### src/rtl/lfe_pkg.sv
package lfe_pkg;
  // What the front-end hands to the serializer in a given cycle.
  typedef enum logic [1:0] {
    EMIT_NONE  = 2'd0,
    EMIT_DATA  = 2'd1,
    EMIT_STUFF = 2'd2
  } emit_e;
endpackage

### src/rtl/lfe_slot_timer.sv
module lfe_slot_timer #(
  parameter int SLOT_CYCLES = 4
) (
  input  logic clk,
  input  logic rst,
  input  logic rdy_in,
  output logic read_pulse,
  output logic stuff_slot
);
  localparam int CW = (SLOT_CYCLES > 1) ? $clog2(SLOT_CYCLES) : 1;
  localparam logic [CW-1:0] LAST = CW'(SLOT_CYCLES - 1);

  logic [CW-1:0] cnt;
  logic          boundary;

  assign boundary   = (cnt == LAST);
  assign stuff_slot = boundary & ~rdy_in;

  always_ff @(posedge clk) begin
    if (rst) begin
      cnt        <= '0;
      read_pulse <= 1'b0;
    end else begin
      cnt        <= boundary ? '0 : cnt + CW'(1);
      read_pulse <= boundary & rdy_in;
    end
  end

  initial begin
    a_r2_slot_min : assert (SLOT_CYCLES >= 2);
  end

  // the strobe lasts a single cycle
  a_r2_single_pulse : assert property (@(posedge clk) disable iff (rst)
    read_pulse |=> !read_pulse);

  // the strobe only follows a slot edge at which the application was ready
  a_r2_needs_ready : assert property (@(posedge clk) disable iff (rst)
    read_pulse |-> $past(rdy_in));
endmodule

### src/rtl/lfe_parity_unit.sv
module lfe_parity_unit #(
  parameter int DATA_W = 36
) (
  input  logic              clk,
  input  logic              rst,
  input  logic              self_parity,
  input  logic              capture,
  input  logic [DATA_W-1:0] app_data,
  input  logic              app_parity,
  output logic              calc_parity,
  output logic              parity_err_n
);
  assign calc_parity = ^app_data;

  always_ff @(posedge clk) begin
    if (rst) begin
      parity_err_n <= 1'b1;
    end else if (self_parity) begin
      parity_err_n <= 1'b1;
    end else if (capture) begin
      parity_err_n <= (app_parity == calc_parity);
    end
  end

  // error flag is inactive whenever self-parity mode was on
  a_r7_err_quiet : assert property (@(posedge clk) disable iff (rst)
    self_parity |=> parity_err_n);

  // without a captured word in external mode the flag holds
  a_r6_err_holds : assert property (@(posedge clk) disable iff (rst)
    (!capture && !self_parity) |=> $stable(parity_err_n));
endmodule

### src/rtl/lfe_mark_capture.sv
module lfe_mark_capture (
  input  logic clk,
  input  logic rst,
  input  logic mark_in,
  input  logic attach,
  output logic mark_now
);
  logic mark_q;
  logic pending;
  logic rise;

  assign rise     = mark_in & ~mark_q;
  assign mark_now = pending | rise;

  always_ff @(posedge clk) begin
    if (rst) begin
      mark_q  <= 1'b0;
      pending <= 1'b0;
    end else begin
      mark_q  <= mark_in;
      pending <= attach ? 1'b0 : (pending | rise);
    end
  end

  // an attached request is gone afterwards
  a_r8_clear_on_attach : assert property (@(posedge clk) disable iff (rst)
    attach |=> !pending);

  // a request waits, unmerged edges add nothing new while pending
  a_r9_pending_sticks : assert property (@(posedge clk) disable iff (rst)
    (pending && !attach) |=> pending);
endmodule

### src/rtl/lfe_tx_front.sv
module lfe_tx_front #(
  parameter int DATA_W      = 36,
  parameter int SLOT_CYCLES = 4
) (
  input  logic              clk,
  input  logic              rst,
  input  logic              rdy_in,
  input  logic [DATA_W-1:0] app_data,
  input  logic              app_parity,
  input  logic              self_parity,
  input  logic              mark_in,
  output logic              read_pulse,
  output logic              out_vld,
  output logic [DATA_W-1:0] out_data,
  output logic              out_parity,
  output logic              out_mark,
  output logic              out_stuff,
  output logic              parity_err_n
);
  import lfe_pkg::*;

  logic  stuff_slot;
  logic  calc_parity;
  logic  mark_now;
  logic  attach;
  emit_e emit;

  lfe_slot_timer #(.SLOT_CYCLES(SLOT_CYCLES)) u_timer (
    .clk        (clk),
    .rst        (rst),
    .rdy_in     (rdy_in),
    .read_pulse (read_pulse),
    .stuff_slot (stuff_slot)
  );

  lfe_parity_unit #(.DATA_W(DATA_W)) u_parity (
    .clk          (clk),
    .rst          (rst),
    .self_parity  (self_parity),
    .capture      (read_pulse),
    .app_data     (app_data),
    .app_parity   (app_parity),
    .calc_parity  (calc_parity),
    .parity_err_n (parity_err_n)
  );

  lfe_mark_capture u_mark (
    .clk      (clk),
    .rst      (rst),
    .mark_in  (mark_in),
    .attach   (attach),
    .mark_now (mark_now)
  );

  always_comb begin
    if (read_pulse)      emit = EMIT_DATA;
    else if (stuff_slot) emit = EMIT_STUFF;
    else                 emit = EMIT_NONE;
  end

  assign attach = (emit != EMIT_NONE);

  always_ff @(posedge clk) begin
    if (rst) begin
      out_vld    <= 1'b0;
      out_data   <= '0;
      out_parity <= 1'b0;
      out_mark   <= 1'b0;
      out_stuff  <= 1'b0;
    end else begin
      out_vld <= attach;
      case (emit)
        EMIT_DATA: begin
          out_data   <= app_data;
          out_parity <= calc_parity;
          out_mark   <= mark_now;
          out_stuff  <= 1'b0;
        end
        EMIT_STUFF: begin
          out_data   <= '0;
          out_parity <= 1'b0;
          out_mark   <= mark_now;
          out_stuff  <= 1'b1;
        end
        default: begin
          out_mark   <= 1'b0;
          out_stuff  <= 1'b0;
        end
      endcase
    end
  end

  // reset clears the outward state at the next edge
  a_r1_reset_state : assert property (@(posedge clk)
    rst |=> (!out_vld && !read_pulse && parity_err_n));

  // a read strobe is followed by a data word
  a_r3_data_follows : assert property (@(posedge clk) disable iff (rst)
    read_pulse |=> (out_vld && !out_stuff));

  // stuffing words carry no payload
  a_r4_stuff_empty : assert property (@(posedge clk) disable iff (rst)
    (out_vld && out_stuff) |-> (out_data == '0 && !out_parity));

  // every emitted word has even parity including its parity bit
  a_r5_even : assert property (@(posedge clk) disable iff (rst)
    out_vld |-> !(^{out_data, out_parity}));

  // no two words in back-to-back data/stuff collision
  a_r10_no_overlap : assert property (@(posedge clk) disable iff (rst)
    !(read_pulse && stuff_slot));
endmodule

### config.mk
export PLATFORM = sky130hd
export DESIGN_NAME = lfe_tx_front
export DESIGN_NICKNAME = d
export VERILOG_FILES = /design/src/rtl/lfe_pkg.sv /design/src/rtl/lfe_slot_timer.sv /design/src/rtl/lfe_parity_unit.sv /design/src/rtl/lfe_mark_capture.sv /design/src/rtl/lfe_tx_front.sv
export SDC_FILE = /design/constraint.sdc
export NUM_CORES = 1
export LEC_CHECK = 0
export ABC_CLOCK_PERIOD_IN_PS = 1460
export CAP_MARGIN = 20
export CORE_MARGIN = 10
export CORE_UTILIZATION = 40
export DETAILED_ROUTE_END_ITERATION = 6
export PLACE_DENSITY = 0.76
export REMOVE_ABC_BUFFERS = 1
export SLEW_MARGIN = 15
export SYNTH_ARGS = -nofsm -noshare
export SYNTH_HDL_FRONTEND = slang
export SYNTH_HIERARCHICAL = 1
export SYNTH_SLANG_ARGS = --single-unit
### constraint.sdc
create_clock -name clk -period 1.46 [get_ports clk]
set_input_delay 0.146 -clock clk [delete_from_list [all_inputs] [get_ports clk]]
set_output_delay 0.146 -clock clk [all_outputs]
set_load 0.03 [all_outputs]
==> results of run 1 <==
## where the power goes
group / switching [W] / internal, W / leakage [nW]
Sequential: 0.0000121 / 0.00128 / 0.372
Clock: 0.000420 / 0.000322 / 0.0438
Combinational: 0.000400 / 0.000524 / 1.14
## flip-flops by register name, summed over array words and instances, names as in the netlist
signal / cells
out_parity: 1
out_mark: 1
out_vld: 1
u_mark/mark_q: 1
out_stuff: 1
u_timer/cnt: 2
out_data: 36
u_timer/read_pulse: 1
u_parity/parity_err_n: 1
u_mark/pending: 1
## timing repair
action | in CTS | in global routing
pin swaps | 32 | 16
hold buffers | 0 | 0
resized for setup | 132 | 34
setup endpoints to repair | 34 | 21
## worst paths after layout
check / start / end / depth (start not counted)
hold reg to reg: u_timer/cnt[0] / u_timer/cnt[0] / 1
setup reg to reg: u_timer/cnt[0] / out_data[35] / 4
hold / removal: app_data[13] / out_data[13] / 3
setup / recovery: app_data[17] / out_parity / 7
## through the flow
step	setup TNS (ns)	hold slack [ns]	cells
finish	0	0.124	386
CTS	-0.0747	0.120	386
global placement	-1.15	0.408	379
global route	-0.0204	0.120	386
floorplan	-62.41	0.217	209
detailed placement	-1.33	0.442	379
## metal layers
layer  global-route usage  share of wire  vias to the layer above  routed length [microns]
li1                     -              -                      930                        -
met1                0.150           0.43                      848                     2620
met2                0.215           0.49                       52                     2950
met3               0.0459          0.070                        6                      421
met4               0.0332         0.0088                        0                       53
met5                    0              0                        -                        0
## critical path: stages
cell and delay (ns):
clkdlybuf4s15_1 0.24, xnor2_2 0.17, xnor2_1 0.20, xnor2_1 0.18, xnor3_2 0.33, xnor2_2 0.15
a32o_1 0.20
## placed cells by master, fill, tap and decap left out, types with 4 or more instances in the layout
master / netlist / layout
buf_2: 10 / 13
buf_4: 0 / 11
buf_6: 4 / 6
clkbuf_2: 0 / 4
clkbuf_8: 0 / 5
clkdlybuf4s15_1: 0 / 10
clkdlybuf4s50_1: 0 / 6
dfxtp_1: 46 / 46
dlygate4sd2_1: 0 / 34
dlymetal6s2s_1: 0 / 11
inv_1: 37 / 37
nand2_1: 35 / 35
nor2_1: 6 / 6
o32ai_1: 5 / 5
o32ai_2: 29 / 29
xnor2_1: 28 / 14
xnor2_2: 1 / 14
xor2_1: 4 / 4
## layout make-up
type | instances | area [sq um] | share of cell area
Multi-Input combinational cell | 126 | 1280 | 0.377
Timing Repair Buffer | 98 | 891 | 0.262
Sequential cell | 46 | 921 | 0.271
Clock buffer | 5 | 68.8 | 0.0202
Clock inverter | 2 | 10.0 | 0.00294
Inverter | 37 | 139 | 0.0409
Tap cell | 72 | 90.1 | 0.0265
## cells by family (layout without fill, tap and decap cells)
| group | Yosys count | count (layout) |
|---|---|---|
| AO/OA/AOI/OAI | 39 | 39 |
| flip-flops | 46 | 46 |
| XOR/XNOR | 35 | 35 |
| AND/OR/NAND/NOR | 51 | 51 |
| buffers and inverters | 53 | 142 |
| adder cells (fa/ha/maj) | 1 | 1 |
==> qor.txt, run 1 <==
Post-Layout Inst Area: 3400 sq um
Largest family of logic cells by synthesized area: compound AO/OA/AOI/OAI gates
Reg2Reg Setup Slack: 0.14 ns
Starting Density: 0.415
Wire per inst: 15.7 microns
Hpwl dp: 4310 microns
Fin crit share: 0.982
Port-buffer cells: 83
Worst slew pin tran: 0.352 ns
Post-synthesis mux area share: 0
Final ANT Viol Nets: 0
Slew Viols, Final: 0
Adder-Cell Fraction of Synth Area: 0.00541
CTS tree: yes
VDD IR-drop max: 0.000481 V
Place WS: -0.684 ns
Total track usage: 0.128
TritonCTS Buffers: 5
Rows: 27
Critical path fanouts, max: 2
Antenna violations before repair: 0
Worst skew pair latency: 0.30 ns
Tmin final: 1.43 ns
Vias in the first global route: 1816
Clock slew at reported path FFs: 0.08 ns
Total core area: 5570 sq um
Layout area overhead: 46.9%
Fillers: 514
Largest net degree at the start of global routing: 45
CP required: 1.65 ns
Post-CTS Setup Inserts: 0
XOR/XNOR share of the synthesized area: 0.148
Synth top cells by count: dfxtp_1, inv_1, nand2_1
Antenna fix cells: 0
Skew final: 0.00814 ns
Seq cells post-synth: 46
DRC violations left: 0
Sequential-to-total area share from yosys stat: 0.398
Maxcap violations: 0
Drt first pass iters: 4
H-tree depth: 2
Largest area contributor in the netlist: dfxtp_1
Crit Path Class: input pin to flop
Fin. Hold Viols: 0
Initial DRC Count: 30
Final #Nets: 357
Total Wirelength: 6050 microns
Share of the synthesized area in the top cell type: 0.398
Synth Cell Area: 2310 sq um
Finish-stage setup viols: 0
Num Clock Sinks: 46
Count leader, synth: dfxtp_1
Fmax: 0.697 GHz
Power Total: 0.00296 W
Synthesized-area fraction occupied by and/or/nand/nor cells: 0.101
DR vias/cell: 4.76
Leakage: 1.55 nW
Via count: 1836
Syn Area/Cell: 10.3 sq um
CTS root buffer: clkbuf_8
Top-level port count: 84
Clock Path Buffers: 2
Synth Area in Compound Gates: 0.244
Critical Path Sink Type: flop
Die width: 96.1 microns
FFs w/ async S/R, synth: 0
Synth top area cells: dfxtp_1, o32ai_2, xnor2_1
Arrival @ worst endpoint: 1.63 ns
DP Area: 3280 sq um
Syn Inst Count: 225
Max-slew headroom: 0.765
Global-route wire length before repair: 9240 microns
Status: completed
Post-synth top flop: dfxtp_1
Congestion Overflow GR: 0
Die area: 9230 sq um
Util after Layout: 0.610
PnR worst setup slack: 0.0262 ns
Post-synth EDFFs: 0
Layout cells sized above 1: 0.303
Setup crit start kind: input pin
Unique masters post-synth: 24
PD cells: 870 nW/um^2
Final GP Congestion: 0.799
Die span in y: 96.1 microns
Synth warnings: 6
Tightest Hold Check Type: input pin to flop
No activity file was read; power rests on OpenSTA's default activity.
==> run 2, diff against run 1 <==
--- a/config.mk
+++ b/config.mk
@@ -6,10 +6,10 @@
 export NUM_CORES = 1
 export LEC_CHECK = 0
 export ABC_CLOCK_PERIOD_IN_PS = 1460
-export CAP_MARGIN = 20
 export CORE_MARGIN = 10
 export CORE_UTILIZATION = 40
 export DETAILED_ROUTE_END_ITERATION = 6
+export GPL_TIMING_DRIVEN = 0
 export PLACE_DENSITY = 0.76
 export REMOVE_ABC_BUFFERS = 1
 export SLEW_MARGIN = 15
==> qor.txt, run 2 (same netlist as run 1, synthesis figures left out) <==
TritonCTS Buffers: 5 (unchanged)
CTS tree: yes
Congestion Overflow GR: 0 (unchanged)
Post-Layout Inst Area: 3430 sq um (+0.99%)
Max reg flops: 36 (unchanged)
Most common cell after layout, fill and taps aside: dfxtp_1
Largest net degree at the start of global routing: 28 (-38%)
Antenna violations before repair: 0 (unchanged)
Leakage: 1.56 nW (+0.69%)
Port-buffer cells: 83 (unchanged)
DRC violations left: 0 (unchanged)
Clock slew at reported path FFs: 0.08 ns (about the same)
Max-slew headroom: 0.677 (-0.0879)
Largest Register: out_data
Tmin final: 1.48 ns (+0.0447 ns)
Fin. Hold Viols: 0 (unchanged)
Drt first pass iters: 4 (unchanged)
Maxcap violations: 0 (unchanged)
Crit path largest cell delay: 0.45 ns (+0.12 ns)
Slew Viols, Final: 0 (unchanged)
H-tree depth: 2 (unchanged)
Num Clock Sinks: 46 (unchanged)
Layout area overhead: 48.3%
Worst slew pin tran: 0.484 ns (+0.132 ns)
Total track usage: 0.125 (-0.00240)
RSZ-0062 raised after global routing: true
Setup TNS: -0.0185 ns (-0.0185 ns)
Via count: 1792 (-2.4%)
Fmax: 0.676 GHz (-3.0%)
Final ANT Viol Nets: 0 (unchanged)
CP cell instances: buf_6 -> xor2_2 -> xnor2_1 -> xnor2_1 -> xnor3_1 -> buf_4 -> xnor2_2 -> a32o_1
Total core area: 5570 sq um (unchanged)
DR vias/cell: 4.69 (-1.4%)
Critical path fanouts, max: 2 (unchanged)
Fin crit share: 1.01 (+0.0306)
Skew final: 0.00346 ns (-0.00468 ns)
Final #Nets: 353 (-1.1%)
Die span in y: 96.1 microns (unchanged)
Hpwl dp: 4240 microns (-1.8%)
DP Area: 3210 sq um (-2.2%)
Total Wirelength: 5880 microns (-2.8%)
Antenna fix cells: 0 (unchanged)
Setup crit start kind: input pin
Final GP Congestion: 0.713 (-11%)
Rows: 27 (unchanged)
Failing checks: setup timing
PD cells: 873 nW/um^2 (+0.33%)
Hold Buf Count CTS: 0 (unchanged)
Most frequent cells in the layout: dfxtp_1, inv_1, nand2_1
Vias in the first global route: 1880 (+3.5%)
PnR worst setup slack: -0.0185 ns (-0.0447 ns)
Critical Path Sink Type: flop
Worst skew pair latency: 0.28 ns (-0.02 ns)
Starting Density: 0.415 (unchanged)
CTS root buffer: clkbuf_8
Top-level port count: 84 (unchanged)
Status: finished with violations
Util after Layout: 0.616 (+0.00606)
Die area: 9230 sq um (unchanged)
Fillers: 512 (-0.39%)
Reg2Reg Setup Slack: 0.09 ns (-0.05 ns)
Critical-path top delay cell: xnor3_1
Wire per inst: 15.4 microns (-1.8%)
Die width: 96.1 microns (unchanged)
Tightest Hold Check Type: input pin to flop
Clock Path Buffers: 2 (unchanged)
CP required: 1.64 ns (about the same)
Layout cells sized above 1: 0.303 (+0.000678)
Crit Path Class: input pin to flop
Largest regs: out_data x36, u_timer/cnt x2
CP dominant cell by count: xnor2_1
Initial DRC Count: 31 (+3.3%)
Global-route wire length before repair: 9170 microns (-0.75%)
Min Hold Slack: 0.0858 ns (-0.0386 ns)
Arrival @ worst endpoint: 1.66 ns (+0.03 ns)
VDD IR-drop max: 0.000639 V (+33%)
Finish-stage setup viols: 1 (+1)
-- run 2: worst max-delay path, delay by kind of cell --
kind | cells | cell delay (ns)
AOI/OAI and AO/OA | 1 | 0.20
buffers and inverters | 2 | 0.26
xor gates and xnor gates | 5 | 1.06
-- run 2: cell type report --
class	instances	area, sq um	share of cell area
Multi-Input combinational cell	126	1270	0.370
Timing Repair Buffer	94	931	0.271
Sequential cell	46	925	0.269
Inverter	37	139	0.0405
Tap cell	72	90.1	0.0262
Clock buffer	5	68.8	0.0200
Clock inverter	2	10.0	0.00292
-- run 2: worst paths after layout --
kind	to	depth (start not counted)	from
setup / recovery	out_parity	8	app_data[32]
hold / removal	out_data[35]	2	app_data[35]
setup reg to reg	out_data[0]	3	u_timer/read_pulse
hold reg to reg	u_timer/cnt[0]	1	u_timer/cnt[0]
-- run 2: repair_timing --
action	4_1_cts	5_1_grt
gates resized for setup	125	52
buffers inserted	4	4
endpoints found under the setup margin	74	27
pin swaps	31	25
-- run 2: metrics by stage --
| step | setup WS [ns] | power (W) | std cells |
|---|---|---|---|
| 2_1_floorplan | -1.85 | 0.00182 | 209 |
| 3_3_place_gp | -2.99 | 0.00208 | 364 |
| 3_5_place_dp | -0.639 | 0.00210 | 367 |
| 4_1_cts | -0.0567 | 0.00291 | 378 |
| 5_1_grt | -0.0478 | 0.00315 | 382 |
| 6_report | -0.0185 | 0.00300 | 382 |
-- run 2: power by group --
part	total [W]	internal [W]	switching, W
clock	0.000726	0.000322	0.000404
sequential	0.00129	0.00128	0.0000157
combinational	0.000976	0.000576	0.000400
total	0.00300	0.00218	0.000819
-- run 2: per-layer routing --
layer	vias up	global-route usage	part of all wire
met4	0	0.0221	0.0014
met1	823	0.146	0.43
met5	-	0	0
li1	920	-	-
met2	47	0.217	0.51
met3	2	0.0436	0.067
